`src/rtl/fi_pkg.sv`:
```
package fi_pkg;
   typedef enum logic {
      POP_LOOP  = 1'b0,
      POP_CHUNK = 1'b1
   } pop_style_e;

   function automatic int unsigned pop_width(input int unsigned w);
      return $clog2(w + 1);
   endfunction
endpackage

```
`src/rtl/fi_popcount.sv`:
```
module fi_popcount
   import fi_pkg::*;
#(
   parameter int unsigned W     = 16,
   parameter pop_style_e  STYLE = POP_CHUNK,
   parameter int unsigned PW    = $clog2(W + 1)
) (
   input  logic [W-1:0]  vec,
   output logic [PW-1:0] cnt
);
   if (W < 1) begin : g_bad_w
      $error("fi_popcount: W must be at least 1");
   end
   if (PW < $clog2(W + 1)) begin : g_bad_pw
      $error("fi_popcount: PW too narrow for W");
   end

   if (STYLE == POP_LOOP) begin : g_loop
      always_comb begin
         cnt = '0;
         for (int i = 0; i < int'(W); i++) begin
            cnt = cnt + PW'(vec[i]);
         end
      end
   end else begin : g_chunk
      localparam int unsigned NCH  = (W + 3) / 4;
      localparam int unsigned PADW = NCH * 4;
      logic [PADW-1:0] padv;
      logic [2:0]      part [NCH];

      assign padv = PADW'(vec);
      for (genvar g = 0; g < int'(NCH); g++) begin : g_part
         assign part[g] = 3'(padv[4*g]) + 3'(padv[4*g+1])
                        + 3'(padv[4*g+2]) + 3'(padv[4*g+3]);
      end
      always_comb begin
         cnt = '0;
         for (int k = 0; k < int'(NCH); k++) begin
            cnt = cnt + PW'(part[k]);
         end
      end
   end
endmodule

```
`src/rtl/fi_sat_counter.sv`:
```
module fi_sat_counter #(
   parameter int unsigned CNT_W = 32
) (
   input  logic             clk,
   input  logic             rst_n,
   input  logic             clr,
   input  logic             inc,
   output logic [CNT_W-1:0] cnt
);
   localparam logic [CNT_W-1:0] CNT_MAX = '1;

   if (CNT_W < 1) begin : g_bad_w
      $error("fi_sat_counter: CNT_W must be at least 1");
   end

   always_ff @(posedge clk or negedge rst_n) begin
      if (!rst_n) begin
         cnt <= '0;
      end else if (clr) begin
         cnt <= '0;
      end else if (inc && (cnt != CNT_MAX)) begin
         cnt <= cnt + 1'b1;
      end
   end

   AST_CNT_STEP: assert property (@(posedge clk) disable iff (!rst_n)
      (!clr && inc && cnt != CNT_MAX) |=> cnt == $past(cnt) + 1'b1);
   AST_CNT_HOLD: assert property (@(posedge clk) disable iff (!rst_n)
      (!clr && !inc) |=> $stable(cnt));
   AST_NO_OVERFLOW: assert property (@(posedge clk) disable iff (!rst_n)
      (!clr && cnt == CNT_MAX) |=> cnt == CNT_MAX);
   AST_CLR_WINS: assert property (@(posedge clk) disable iff (!rst_n)
      clr |=> cnt == '0);
endmodule

```
`src/rtl/fi_flip_mux.sv`:
```
module fi_flip_mux #(
   parameter int unsigned W = 16
) (
   input  logic [W-1:0] data_i,
   input  logic [W-1:0] mask_i,
   input  logic         apply_i,
   output logic [W-1:0] data_o
);
   for (genvar b = 0; b < int'(W); b++) begin : g_bit
      assign data_o[b] = data_i[b] ^ (mask_i[b] & apply_i);
   end
endmodule

```
`src/rtl/fi_stage_injector.sv`:
```
module fi_stage_injector
   import fi_pkg::*;
#(
   parameter int unsigned DATA_W    = 16,
   parameter int unsigned N_HOT     = 1,
   parameter int unsigned CNT_W     = 32,
   parameter pop_style_e  POP_STYLE = POP_CHUNK
) (
   input  logic              clk,
   input  logic              rst_n,
   input  logic [DATA_W-1:0] data_i,
   input  logic [DATA_W-1:0] fault_vec_i,
   input  logic              inject_i,
   input  logic              taint_i,
   input  logic              cnt_clr_i,
   output logic [DATA_W-1:0] data_o,
   output logic              taint_o,
   output logic              constraint_err_o,
   output logic [CNT_W-1:0]  inject_cnt_o
);
   localparam int unsigned PW = $clog2(DATA_W + 1);
   localparam logic [PW-1:0] HOT_TARGET = PW'(N_HOT);

   if (DATA_W < 1) begin : g_bad_data
      $error("fi_stage_injector: DATA_W must be at least 1");
   end
   if (N_HOT < 1 || N_HOT > DATA_W) begin : g_bad_hot
      $error("fi_stage_injector: N_HOT must lie in 1..DATA_W");
   end

   logic [PW-1:0] ones;
   logic          mask_ok;
   logic          apply;

   fi_popcount #(.W(DATA_W), .STYLE(POP_STYLE), .PW(PW)) u_pop (
      .vec (fault_vec_i),
      .cnt (ones)
   );

   assign mask_ok          = (ones == HOT_TARGET) && !taint_i;
   assign apply            = inject_i && mask_ok;
   assign constraint_err_o = inject_i && !mask_ok;
   assign taint_o          = taint_i || apply;

   fi_flip_mux #(.W(DATA_W)) u_flip (
      .data_i  (data_i),
      .mask_i  (fault_vec_i),
      .apply_i (apply),
      .data_o  (data_o)
   );

   fi_sat_counter #(.CNT_W(CNT_W)) u_cnt (
      .clk   (clk),
      .rst_n (rst_n),
      .clr   (cnt_clr_i),
      .inc   (apply),
      .cnt   (inject_cnt_o)
   );

   AST_PASS_IDLE: assert property (@(posedge clk) disable iff (!rst_n)
      !inject_i |-> data_o == data_i);
   AST_FLIP_WEIGHT: assert property (@(posedge clk) disable iff (!rst_n)
      (inject_i && !constraint_err_o) |-> $countones(data_o ^ data_i) == N_HOT);
   AST_ERR_BLOCKS: assert property (@(posedge clk) disable iff (!rst_n)
      constraint_err_o |-> data_o == data_i);
   AST_ERR_QUIET: assert property (@(posedge clk) disable iff (!rst_n)
      !inject_i |-> !constraint_err_o);
   AST_TAINT_KEEP: assert property (@(posedge clk) disable iff (!rst_n)
      taint_i |-> taint_o);
   AST_TAINT_REFUSE: assert property (@(posedge clk) disable iff (!rst_n)
      (inject_i && taint_i) |-> (constraint_err_o && data_o == data_i));
endmodule

```
`config.mk`:
```
export PLATFORM = sky130hd
export DESIGN_NAME = fi_stage_injector
export DESIGN_NICKNAME = d
export VERILOG_FILES = /design/src/rtl/fi_pkg.sv /design/src/rtl/fi_popcount.sv /design/src/rtl/fi_sat_counter.sv /design/src/rtl/fi_flip_mux.sv /design/src/rtl/fi_stage_injector.sv
export SDC_FILE = /design/constraint.sdc
export NUM_CORES = 1
export LEC_CHECK = 0
export ABC_CLOCK_PERIOD_IN_PS = 4500
export BUFFER_PORTS_ARGS = -buffer_cell sky130_fd_sc_hd__buf_4
export CORE_UTILIZATION = 46
export DETAILED_ROUTE_END_ITERATION = 6
export PLACE_DENSITY = 0.77
export SYNTH_ARGS = -nofsm -noshare
export SYNTH_HDL_FRONTEND = slang
export SYNTH_SLANG_ARGS = --single-unit
export TNS_END_PERCENT = 5
```
`constraint.sdc`:
```
create_clock -name clk -period 4.5 [get_ports clk]
set_input_delay 0.225 -clock clk [delete_from_list [all_inputs] [get_ports clk]]
set_output_delay 0.225 -clock clk [all_outputs]
set_load 0.005 [all_outputs]
```
* Yosys cells after proc, flatten, opt, wreduce, memory -nomap -nowiden
Index checks and enable logic that the tools add are counted.
** Storage, ports and cells
- Flip-flop bits (word level) :: 32
- Bits in latches :: 0
- Memory bits (writable) :: 0
- Input bits :: 37
- Output and inout port bits :: 50
- Word-level logic and storage cells :: 61
- Memories :: 0
- ROM bits :: 0
** Cells by class
- Eq/ne operators :: 2
- Reduce and logical (&&, ||, !) cells :: 8
- Shifts and indexed selects :: 0
- Magnitude comparators :: 0
- $add $sub $neg :: 16
- Multiplexer cells :: 2
- Divide/modulo/power cells :: 0
- Bitwise gates (word level) :: 32
- Multiply operators :: 0
** Operators with widths (count)
- $mux 32 :: 2
- $add 32x1->32 const B :: 1
- $ne 32x32->1 const B :: 1
- $add 3x1->3 :: 8
- $and 1x1->1 :: 16
- $xor 1x1->1 :: 16
- $add 5x3->5 :: 2
- $add 1x1->2 :: 4
- $eq 5x1->1 const B :: 1
- $add 3x3->4 :: 1
- $logic_and 1x1->1 :: 4
- $logic_not 1->1 :: 2
- $reduce_bool 2->1 :: 1
- $logic_or 1x1->1 :: 1

* Longest topological paths before layout
Gate-level depths: netlist of the first run.
- Word-level depth :: 12
- Gate-level depth with buffers :: 17
- Depth with buffers taken out :: 17

* Cells and area by module
Synthesis of the first run repeated with hierarchy kept, for this count alone.
** Unflattened totals
- Cell total of the unflattened synthesis :: 284
- Area, all modules :: 2556.2 sq um
** Modules (own cells, without submodules)
- fi_sat_counter :: area an instance 1854.3 sq um, cells each 198, instances 1, seq. area each 800.8 sq um
- fi_popcount :: area an instance 407.9 sq um, cells each 47, instances 1, seq. area each 0.0 sq um
- fi_flip_mux :: area an instance 244.0 sq um, cells each 34, instances 1, seq. area each 0.0 sq um
- fi_stage_injector :: area an instance 50.0 sq um, cells each 5, instances 1, seq. area each 0.0 sq um

* Least setup slack after synthesis of the first run
No wires, ideal clock.
- Path kind :: input to output
- From :: input fault_vec_i[4]
- To :: output data_o[0]
- Data arrival time :: 4.191 ns
- Required time :: 4.275 ns
- Setup slack :: 0.084 ns
- Buffers on the path :: 1
- Cell stages on the path :: 14
- Path through :: ha_1 -> fa_1 -> ha_1 -> fa_1 -> inv_1 -> fa_1 -> inv_1 -> ha_1 -> fa_1 -> or4_4 -> nor2_2 -> buf_2 -> nand2_1 -> xnor2_1
** On the way
- Longest elaborated chain between the ends :: 11
** RTL lines
- start, declared :: line fi_stage_injector.sv:12 : input logic [DATA_W-1:0] fault_vec_i,
- $add 1x1->2 :: line fi_popcount.sv:33 : assign part[g] = 3'(padv[4*g]) + 3'(padv[4*g+1])
- $add 3x1->3 (2 in a row) :: line fi_popcount.sv:34 : + 3'(padv[4*g+2]) + 3'(padv[4*g+3]);
- $add 3x3->4 :: line fi_popcount.sv:39 : cnt = cnt + PW'(part[k]);
- $add 5x3->5 (2 in a row) :: line fi_popcount.sv:39
- $eq 5x1->1 :: line fi_stage_injector.sv:40 : assign mask_ok = (ones == HOT_TARGET) && !taint_i;
- $logic_and 1x1->1 :: line fi_stage_injector.sv:40
- $logic_and 1x1->1 :: line fi_stage_injector.sv:41 : assign apply = inject_i && mask_ok;
- $and 1x1->1 :: line fi_flip_mux.sv:10 : assign data_o[b] = data_i[b] ^ (mask_i[b] & apply_i);
- $xor 1x1->1 :: line fi_flip_mux.sv:10
- end, declared :: line fi_stage_injector.sv:16 : output logic [DATA_W-1:0] data_o,
Every way passes these cells.

* Worst setup path in the final report of the first run
- From :: input fault_vec_i[0]
- To :: output data_o[14]
The elaborated chain is that of the path after synthesis.

==> results.md, run 1 <==
- Status: complete, but fails checks
- Failing checks: negative setup slack
- Total Nets Final: 448
- # clock sinks: 32
- Switching part of the total power: 32.4%
- Share of power burned in registers: 28.1%
- R2r setup slk: 1.71 ns
- Critical register-to-register path endpoint: u_cnt.cnt[18]
- Worst Hold Class: in -> reg
- Power Internal: 702 uW
- Max-slew violations: 0
- Fillcell total: 390
- Worst hold path endpoint: u_cnt.cnt[22]
- Register area: 801 um2
- DR vias: 2415
- Avg Inst Size Synth: 9.01 um2
- Multi-input logic area: 1830 um2
- Initial antenna violation count: 0
- Core Util, Final: 71.2%
- Setup total negative slack: -0.00487 ns
- P_leak: 0.00169 uW
- Total CTS buffers: 5
- Vias/cell: 5.27
- Average wire per standard cell: 14.5 um
- Total GRT Usage: 22.4%
- WS Path Type: in -> out
- RSZ-0062 raised after global routing: true
- Die ar.: 5860 um2
- Remaining Overflow, GRT: 0
- H-tree depth: 2
- Sequential share of the synthesized area: 31.3%
- CTS root buf: clkbuf_8
- Regs by FF count: u_cnt.cnt x32
- Area Overhead vs Synth: 45.7%
- Maximum clock rate: 0.222 GHz
- Final Cell Area: 3730 um2
- Die Y: 76.6 um
- Clock buffer depth: 2
- Crit-path max FO: 8
- Crit path time final: 4.50 ns
- # IOs: 87
- Worst hold stages: 2
- Power share of the combinational group: 45.7%
- Clock latency on the worst-skew pair: 0.29 ns
- Distinct cell type count after synthesis: 40
- Dpl ws: -0.246 ns
- Drt total wl: 6630 um
- Mapped Nets: 345
- Number of global-route vias before repair: 2414
- Synth Flop Type: dfrtp_1
- Drt pass-1 iters: 4
- Min-delay src: cnt_clr_i
- Cell Area, Synth: 2560 um2
- Crit path DAT: 4.28 ns
- Final hold slack: 0.335 ns
- Switching power total: 337 uW
- Die X-Extent: 76.6 um
- Most flops, register: u_cnt.cnt
- Final Worst Setup Slack: -0.00487 ns
- Synth warn: 0
- Clock power frac: 26.3%
- Pwr per Cell Area: 278 nW/um2
- Worst-margin pin slew: 0.867 ns
- First-pass GRT wire length: 10600 um
- MaxCap Viol Count: 0
- Final setup viols: 1
- Crit path launch type: primary input
- CTS tree: built
- Clk_skew: 0.00706 ns
- Fin. Hold Viols: 0
- Worst setup EP type: primary output
- Final worst path period share: 100%
- Final GP Congestion: 0.807
- Initial DRC count: 128
- Inserted Diodes: 0
- Worst Path Required: 4.28 ns
- Max_slew headroom: 41.9%
- #FFs+latches synth: 32
- Max VDD drop: 246 uV
- DP Wirelength: 4640 um
- Antenna Nets Post-Route: 0
- Reg2Reg Depth: 7
- Cell row count: 26
- Clk slew on worst S/H paths: 0.07 ns
- Crit Reg-Reg Startpoint: u_cnt.cnt[0]
- Ys async rst share: 100%
- Largest net degree at the start of global routing: 33
- DRC: 0
- Mapped Cells: 284
- Largest register FFs: 32
- Area of the core: 5240 um2
- Placed cell areas: 3340 um2
- EDFF count, synth: 0
- Initial Util: 48.9%
- Share of layout cells above drive strength 1: 40.2%
- IO Port Bufs: 86
-- through the flow --
| step | total power [uW] | instances |
|---|---|---|
| 2_1_floorplan | 502 | 284 |
| 3_3_place_gp | 632 | 442 |
| 3_5_place_dp | 647 | 442 |
| 4_1_cts | 974 | 455 |
| 5_1_grt | 1100 | 458 |
| 6_report | 1040 | 458 |
-- logic make-up (layout without fill, tap and decap cells) --
family	Yosys count	in the layout	synth area share (%)
flops	32	32	31.3
simple gates	142	142	31.7
xor+xnor	46	46	15.7
compound gates	11	11	2.49
buf+inv	29	133	4.40
fa+ha+maj	24	24	14.4
-- layout make-up --
cell class                 instances  area share (%)
clock buffer                       6            1.95
tap                               70            2.35
inverter                          23            2.32
timing repair buffer             102            21.8
sequential                        32            21.5
clock inverter                     2           0.940
multi-input combinational        223            49.2
-- power groups by stage --
stage,Combinational [uW],Sequential [uW],Clock (uW)
after global placement,335,297,0
after global routing,515,292,289
final,474,291,273
after floorplan,206,297,0
after detailed placement,350,297,0
after CTS,406,292,277
-- layout by cell type (no fill, tap or decap), types with 4 or more instances in the layout --
cell type	Yosys	layout
inv_1	23	20
ha_1	15	9
xnor2_2	0	8
xor2_1	6	6
or3_1	4	4
nand4_1	9	9
buf_4	0	97
ha_4	0	4
nand2_2	0	5
nor3_1	10	10
nand2_1	28	20
nor2_1	36	36
nor4b_1	4	4
xnor2_1	40	32
clkbuf_8	0	5
nand3_1	14	14
nor4_1	8	8
dfrtp_1	32	32
and4_1	5	4
fa_1	9	5
fa_2	0	4
-- synthesized netlist by cell type, types with 4 or more instances --
cell	n	share of area, %
nand4_1	9	2.2
xnor2_1	40	14
or3_1	4	0.98
inv_1	23	3.4
nor3_1	10	2.0
nor4b_1	4	1.4
nand3_1	14	2.7
nor2_1	36	5.3
nand2_1	28	4.1
and4_1	5	1.7
nor4_1	8	2.0
fa_1	9	7.0
xor2_1	6	2.1
ha_1	15	7.3
dfrtp_1	32	31
-- worst max-delay path: stages --
cell	delay, ns
buf_8	0.10
ha_4	0.25
inv_2	0.03
fa_1	0.52
inv_2	0.05
ha_4	0.16
fa_2	0.54
inv_2	0.04
fa_1	0.50
inv_1	0.04
ha_2	0.17
fa_2	0.42
or4_4	0.52
nor2_4	0.17
clkbuf_16	0.19
nand2_1	0.07
xnor2_1	0.15
buf_4	0.13
-- worst max path at each step --
stage | start | endpoint | slack, ns | cells after the start
after floorplan | fault_vec_i[4] | data_o[0] | 0.08 | 14
after global placement | fault_vec_i[4] | u_cnt.cnt[10] | -0.11 | 15
after detailed placement | fault_vec_i[4] | u_cnt.cnt[28] | -0.25 | 16
after CTS | fault_vec_i[1] | data_o[15] | -0.05 | 18
after global routing | fault_vec_i[0] | data_o[14] | -0.1 | 18
final | fault_vec_i[0] | data_o[14] | -0.005 | 18
-- metal layers --
layer,track usage (%),part of all wire [%],up-vias
li1,-,-,1169
met1,26.3,42,1136
met2,41.8,51,99
met3,3.95,5.9,11
met4,5.77,1.5,0
met5,0,0,-
-- what timing repair did --
| action | CTS | global route |
|---|---|---|
| hold endpoints to repair | 32 | 0 |
| setup endpoints to repair | 17 | 29 |
| cloned | 1 | 0 |
| pin swaps | 7 | 19 |
| setup buffers | 3 | 3 |
| resized for setup | 15 | 30 |
| hold buffers | 1 | 0 |
No activity file was read; power rests on OpenSTA's default activity.
==> run 2: changes to the inputs <==
SKIP_CTS_REPAIR_TIMING = 1   (was not set)
==> results.md, run 2 (synthesized netlist as in run 1, its figures left out) <==
- Status: complete, but fails checks
- Failing checks: negative setup slack
- IO Port Bufs: 86
- CTS tree: built
- Crit-path most repeated cell: inv_2
- Area of the core: 5240 um2
- Initial antenna violation count: 0
- Drt pass-1 iters: 4
- Crit path time final: 4.63 ns
- Most frequent cells in the layout: buf_4 (92), nor2_1 (36), xnor2_1 (33)
- DRC: 0
- Total GRT Usage: 21.6%
- Share of layout cells above drive strength 1: 37.6%
- Largest register FFs: 32
- Crit path launch type: primary input
- Crit path largest cell delay: 0.58 ns
- # clock sinks: 32
- Worst Path Required: 4.28 ns
- Most flops, register: u_cnt.cnt
- Clk_skew: 0.00633 ns
- Dpl ws: -0.246 ns
- CTS root buf: clkbuf_8
- CP cell instances: buf_8 > ha_4 > inv_2 > fa_1 > inv_2 > ha_4 > fa_2 > inv_2 > fa_1 > inv_1 > ha_2 > fa_2 > or4_4 > nor2_4 > clkbuf_16 > nand2_4 > xnor2_2 > buf_4
- P_leak: 0.00167 uW
- Crit-path max FO: 8
- Final Worst Setup Slack: -0.135 ns
- Core Util, Final: 69.9%
- Worst-margin pin slew: 0.854 ns
- Maximum clock rate: 0.216 GHz
- Die ar.: 5860 um2
- CP top delay family: adder cells
- Die Y: 76.6 um
- Antenna Nets Post-Route: 0
- Final setup viols: 16
- Largest net degree at the start of global routing: 33
- Total CTS buffers: 5
- Clock latency on the worst-skew pair: 0.29 ns
- RSZ-0062 raised after global routing: true
- # IOs: 87
- Final GP Congestion: 0.807
- Pwr per Cell Area: 264 nW/um2
- Remaining Overflow, GRT: 0
- Final Cell Area: 3660 um2
- Worst setup EP type: primary output
- Worst Hold Class: in -> reg
- Leading cell type in the layout, fill and taps excluded: buf_4
- DP Wirelength: 4640 um
- Initial DRC count: 100
- Clock buffer depth: 2
- Number of global-route vias before repair: 2373
- WS Path Type: in -> out
- Fin. Hold Viols: 0
- First-pass GRT wire length: 10200 um
- DR vias: 2390
- Cell row count: 26
- Average wire per standard cell: 14.1 um
- Crit path buf inv count: 7
- Final worst path period share: 103%
- Vias/cell: 5.28
- Die X-Extent: 76.6 um
- H-tree depth: 2
- Fillcell total: 410
- MaxCap Viol Count: 0
- Max stage delay cell, worst path: or4_4
- Placed cell areas: 3340 um2
- Clk slew on worst S/H paths: 0.07 ns
- Max VDD drop: 187 uV
- Register area: 801 um2
- Crit path DAT: 4.41 ns
- Inserted Diodes: 0
- Drt total wl: 6380 um
- Multi-input logic area: 1810 um2
- Max-slew violations: 0
- Regs by FF count: u_cnt.cnt x32
- Initial Util: 48.9%
- Max_slew headroom: 42.7%
- Area Overhead vs Synth: 43.0%
- Total Nets Final: 443
## run 2: changes by cell type in the layout (fill, tap and decap cells not counted), sizes merged
cell / before / now
buf: 100 / 95
## run 2: final timing paths
check	from	to	slack, ns	depth (start not counted)
setup reg to reg	u_cnt.cnt[0]	u_cnt.cnt[18]	1.71	7
min in group asynchronous	rst_n	u_cnt.cnt[23]	0.42	2
setup / recovery	fault_vec_i[0]	data_o[10]	-0.13	18
max in group asynchronous	rst_n	u_cnt.cnt[14]	3.78	2
hold / removal	cnt_clr_i	u_cnt.cnt[22]	0.34	2
hold reg to reg	u_cnt.cnt[10]	u_cnt.cnt[10]	0.58	2
## run 2: layout make-up
| cell class | count | share of cell area [%] |
|---|---|---|
| inverters | 23 | 2.36 |
| repair buffers | 97 | 21.1 |
| multi-input cells | 223 | 49.3 |
| well taps | 70 | 2.39 |
| flip-flops and latches | 32 | 21.9 |
| clock inverters | 2 | 0.957 |
| clock buffers | 6 | 1.98 |
## run 2: worst reg2reg max path: cells and delay by family, from the launching register on
family / cells / cell delay (ns)
and+or+nand+nor: 5 / 1.88
xor gates and xnor gates: 1 / 0.15
adders and majority gates: 1 / 0.20
DFF: 1 / 0.43
## run 2: stage by stage
step	hold WS [ns]	setup TNS [ns]	cells	power [uW]
after floorplan	-0.0706	0	284	502
after global placement	0.185	-2.37	442	632
after detailed placement	0.189	-7.13	442	647
after CTS	-0.119	-2.44	450	919
after global routing	0.346	-2.85	453	1020
final	0.336	-0.991	453	967
## run 2: where the power goes
group          switching, uW  internal (uW)
logic                    198            206
clock network            108            164
registers               2.42            289
total                    308            659
## run 2: routing by layer
| metal | up-vias | track usage, % | wire [um] |
|---|---|---|---|
| met5 | - | 0 | 0 |
| met4 | 0 | 5.77 | 68 |
| met3 | 7 | 3.95 | 336 |
| met2 | 82 | 40.7 | 3320 |
| met1 | 1143 | 24.7 | 2660 |
| li1 | 1158 | - | - |
==> run 3: changes to the inputs <==
SETUP_SLACK_MARGIN = 0.3   (was not set)
==> results.md, run 3 (synthesized netlist as in run 1, its figures left out) <==
- Clock latency on the worst-skew pair: 0.28 ns
- Leading cell type in the layout, fill and taps excluded: buf_4
- First-pass GRT wire length: 10200 um
- Design Power: 958 uW
- Drt pass-1 iters: 4
- Worst-margin pin slew: 1.13 ns
- Most frequent cells in the layout: buf_4 (92), nor2_1 (36), xnor2_1 (35)
- Cell row count: 26
- Pwr per Cell Area: 257 nW/um2
- Most flops, register: u_cnt.cnt
- Worst Path Required: 4.28 ns
- Initial Util: 48.9%
- Placed cell areas: 3440 um2
- Final worst path period share: 100%
- Final GP Congestion: 0.845
- Initial antenna violation count: 0
- Dpl ws: -0.0815 ns
- RSZ-0062 raised after global routing: true
- WS Path Type: in -> out
- Status: complete, but fails checks
- Antenna Nets Post-Route: 0
- Crit path buf inv count: 7
- CP top delay family: adder cells
- Number of global-route vias before repair: 2261
- Largest net degree at the start of global routing: 33
- Crit path launch type: primary input
- Area Overhead vs Synth: 45.8%
- Share of layout cells above drive strength 1: 39.2%
- Vias/cell: 5.23
- Largest register FFs: 32
- Multi-input logic area: 1870 um2
- Total Nets Final: 445
- Max-slew violations: 0
- Crit path largest cell delay: 0.57 ns
- Max VDD drop: 179 uV
- Max stage delay cell, worst path: or4_4
- Maximum clock rate: 0.221 GHz
- Crit path time final: 4.52 ns
- Die ar.: 5860 um2
- Worst Hold Class: in -> reg
- # clock sinks: 32
- Fin. Hold Viols: 0
- IO Port Bufs: 86
- Average wire per standard cell: 13.9 um
- Total GRT Usage: 21.6%
- CTS tree: built
- # IOs: 87
- Final Cell Area: 3730 um2
- Clk_skew: 0.00533 ns
- P_leak: 0.00165 uW
- CTS root buf: clkbuf_8
- CP cell instances: buf_8 > ha_4 > inv_2 > fa_1 > inv_1 > ha_2 > fa_1 > inv_1 > fa_1 > inv_1 > ha_2 > fa_2 > nor2b_4 > or4_4 > nor2_4 > buf_12 > nand2_1 > xnor2_2 > buf_4
- Area of the core: 5240 um2
- Fillcell total: 391
- Crit path DAT: 4.30 ns
- Clk slew on worst S/H paths: 0.06 ns
- Max_slew headroom: 24.5%
- DRC: 0
- Final Worst Setup Slack: -0.0207 ns
- Final setup viols: 1
- DR vias: 2381
- Initial DRC count: 86
- Inserted Diodes: 0
- MaxCap Viol Count: 0
- Remaining Overflow, GRT: 0
- Final hold slack: 0.331 ns
- Crit-path max FO: 8
- DP Wirelength: 4730 um
- H-tree depth: 2
- Drt total wl: 6320 um
- Clock buffer depth: 2
- Total CTS buffers: 5
- Failing checks: negative setup slack
- Register area: 801 um2
- Worst setup EP type: primary output
- Die Y: 76.6 um
- Die X-Extent: 76.6 um
- Regs by FF count: u_cnt.cnt x32
[run 3: stage by stage]
stage,utilization [%],TNS (ns),std cells
2_1_floorplan,-,0,284
3_3_place_gp,65.7,0,443
3_5_place_dp,65.7,-0.492,443
4_1_cts,67.4,-0.540,451
5_1_grt,71.2,-1.83,455
6_report,71.2,-0.0207,455
[run 3: final timing paths]
kind / from / end / slack, ns / depth (start not counted)
min in group asynchronous: rst_n / u_cnt.cnt[21] / 0.41 / 2
max: fault_vec_i[1] / data_o[1] / -0.02 / 19
min: cnt_clr_i / u_cnt.cnt[18] / 0.33 / 2
min reg2reg: u_cnt.cnt[6] / u_cnt.cnt[6] / 0.58 / 2
max in group asynchronous: rst_n / u_cnt.cnt[3] / 3.80 / 2
max reg2reg: u_cnt.cnt[0] / u_cnt.cnt[18] / 1.44 / 7
[run 3: final cells by class]
type | count | share of cell area (%)
clock buffer | 8 | 2.41
timing repair buffer | 99 | 21.4
sequential | 32 | 21.5
tap | 70 | 2.35
multi-input combinational | 223 | 50.1
inverter | 23 | 2.31
[run 3: power by group]
group          internal, uW  total (uW)  switching [uW]
clock                   125         224            99.7
sequential              289         292            2.67
combinational           227         442             215
total                   641         958             318
[run 3: metal layers]
layer / GRT usage (%) / vias to the layer above / part of all wire [%]
met4: 6.92 / 0 / 1.5
li1: - / 1167 / -
met1: 25.6 / 1131 / 43
met2: 39.5 / 74 / 52
met3: 3.11 / 9 / 4.0
met5: 0 / - / 0
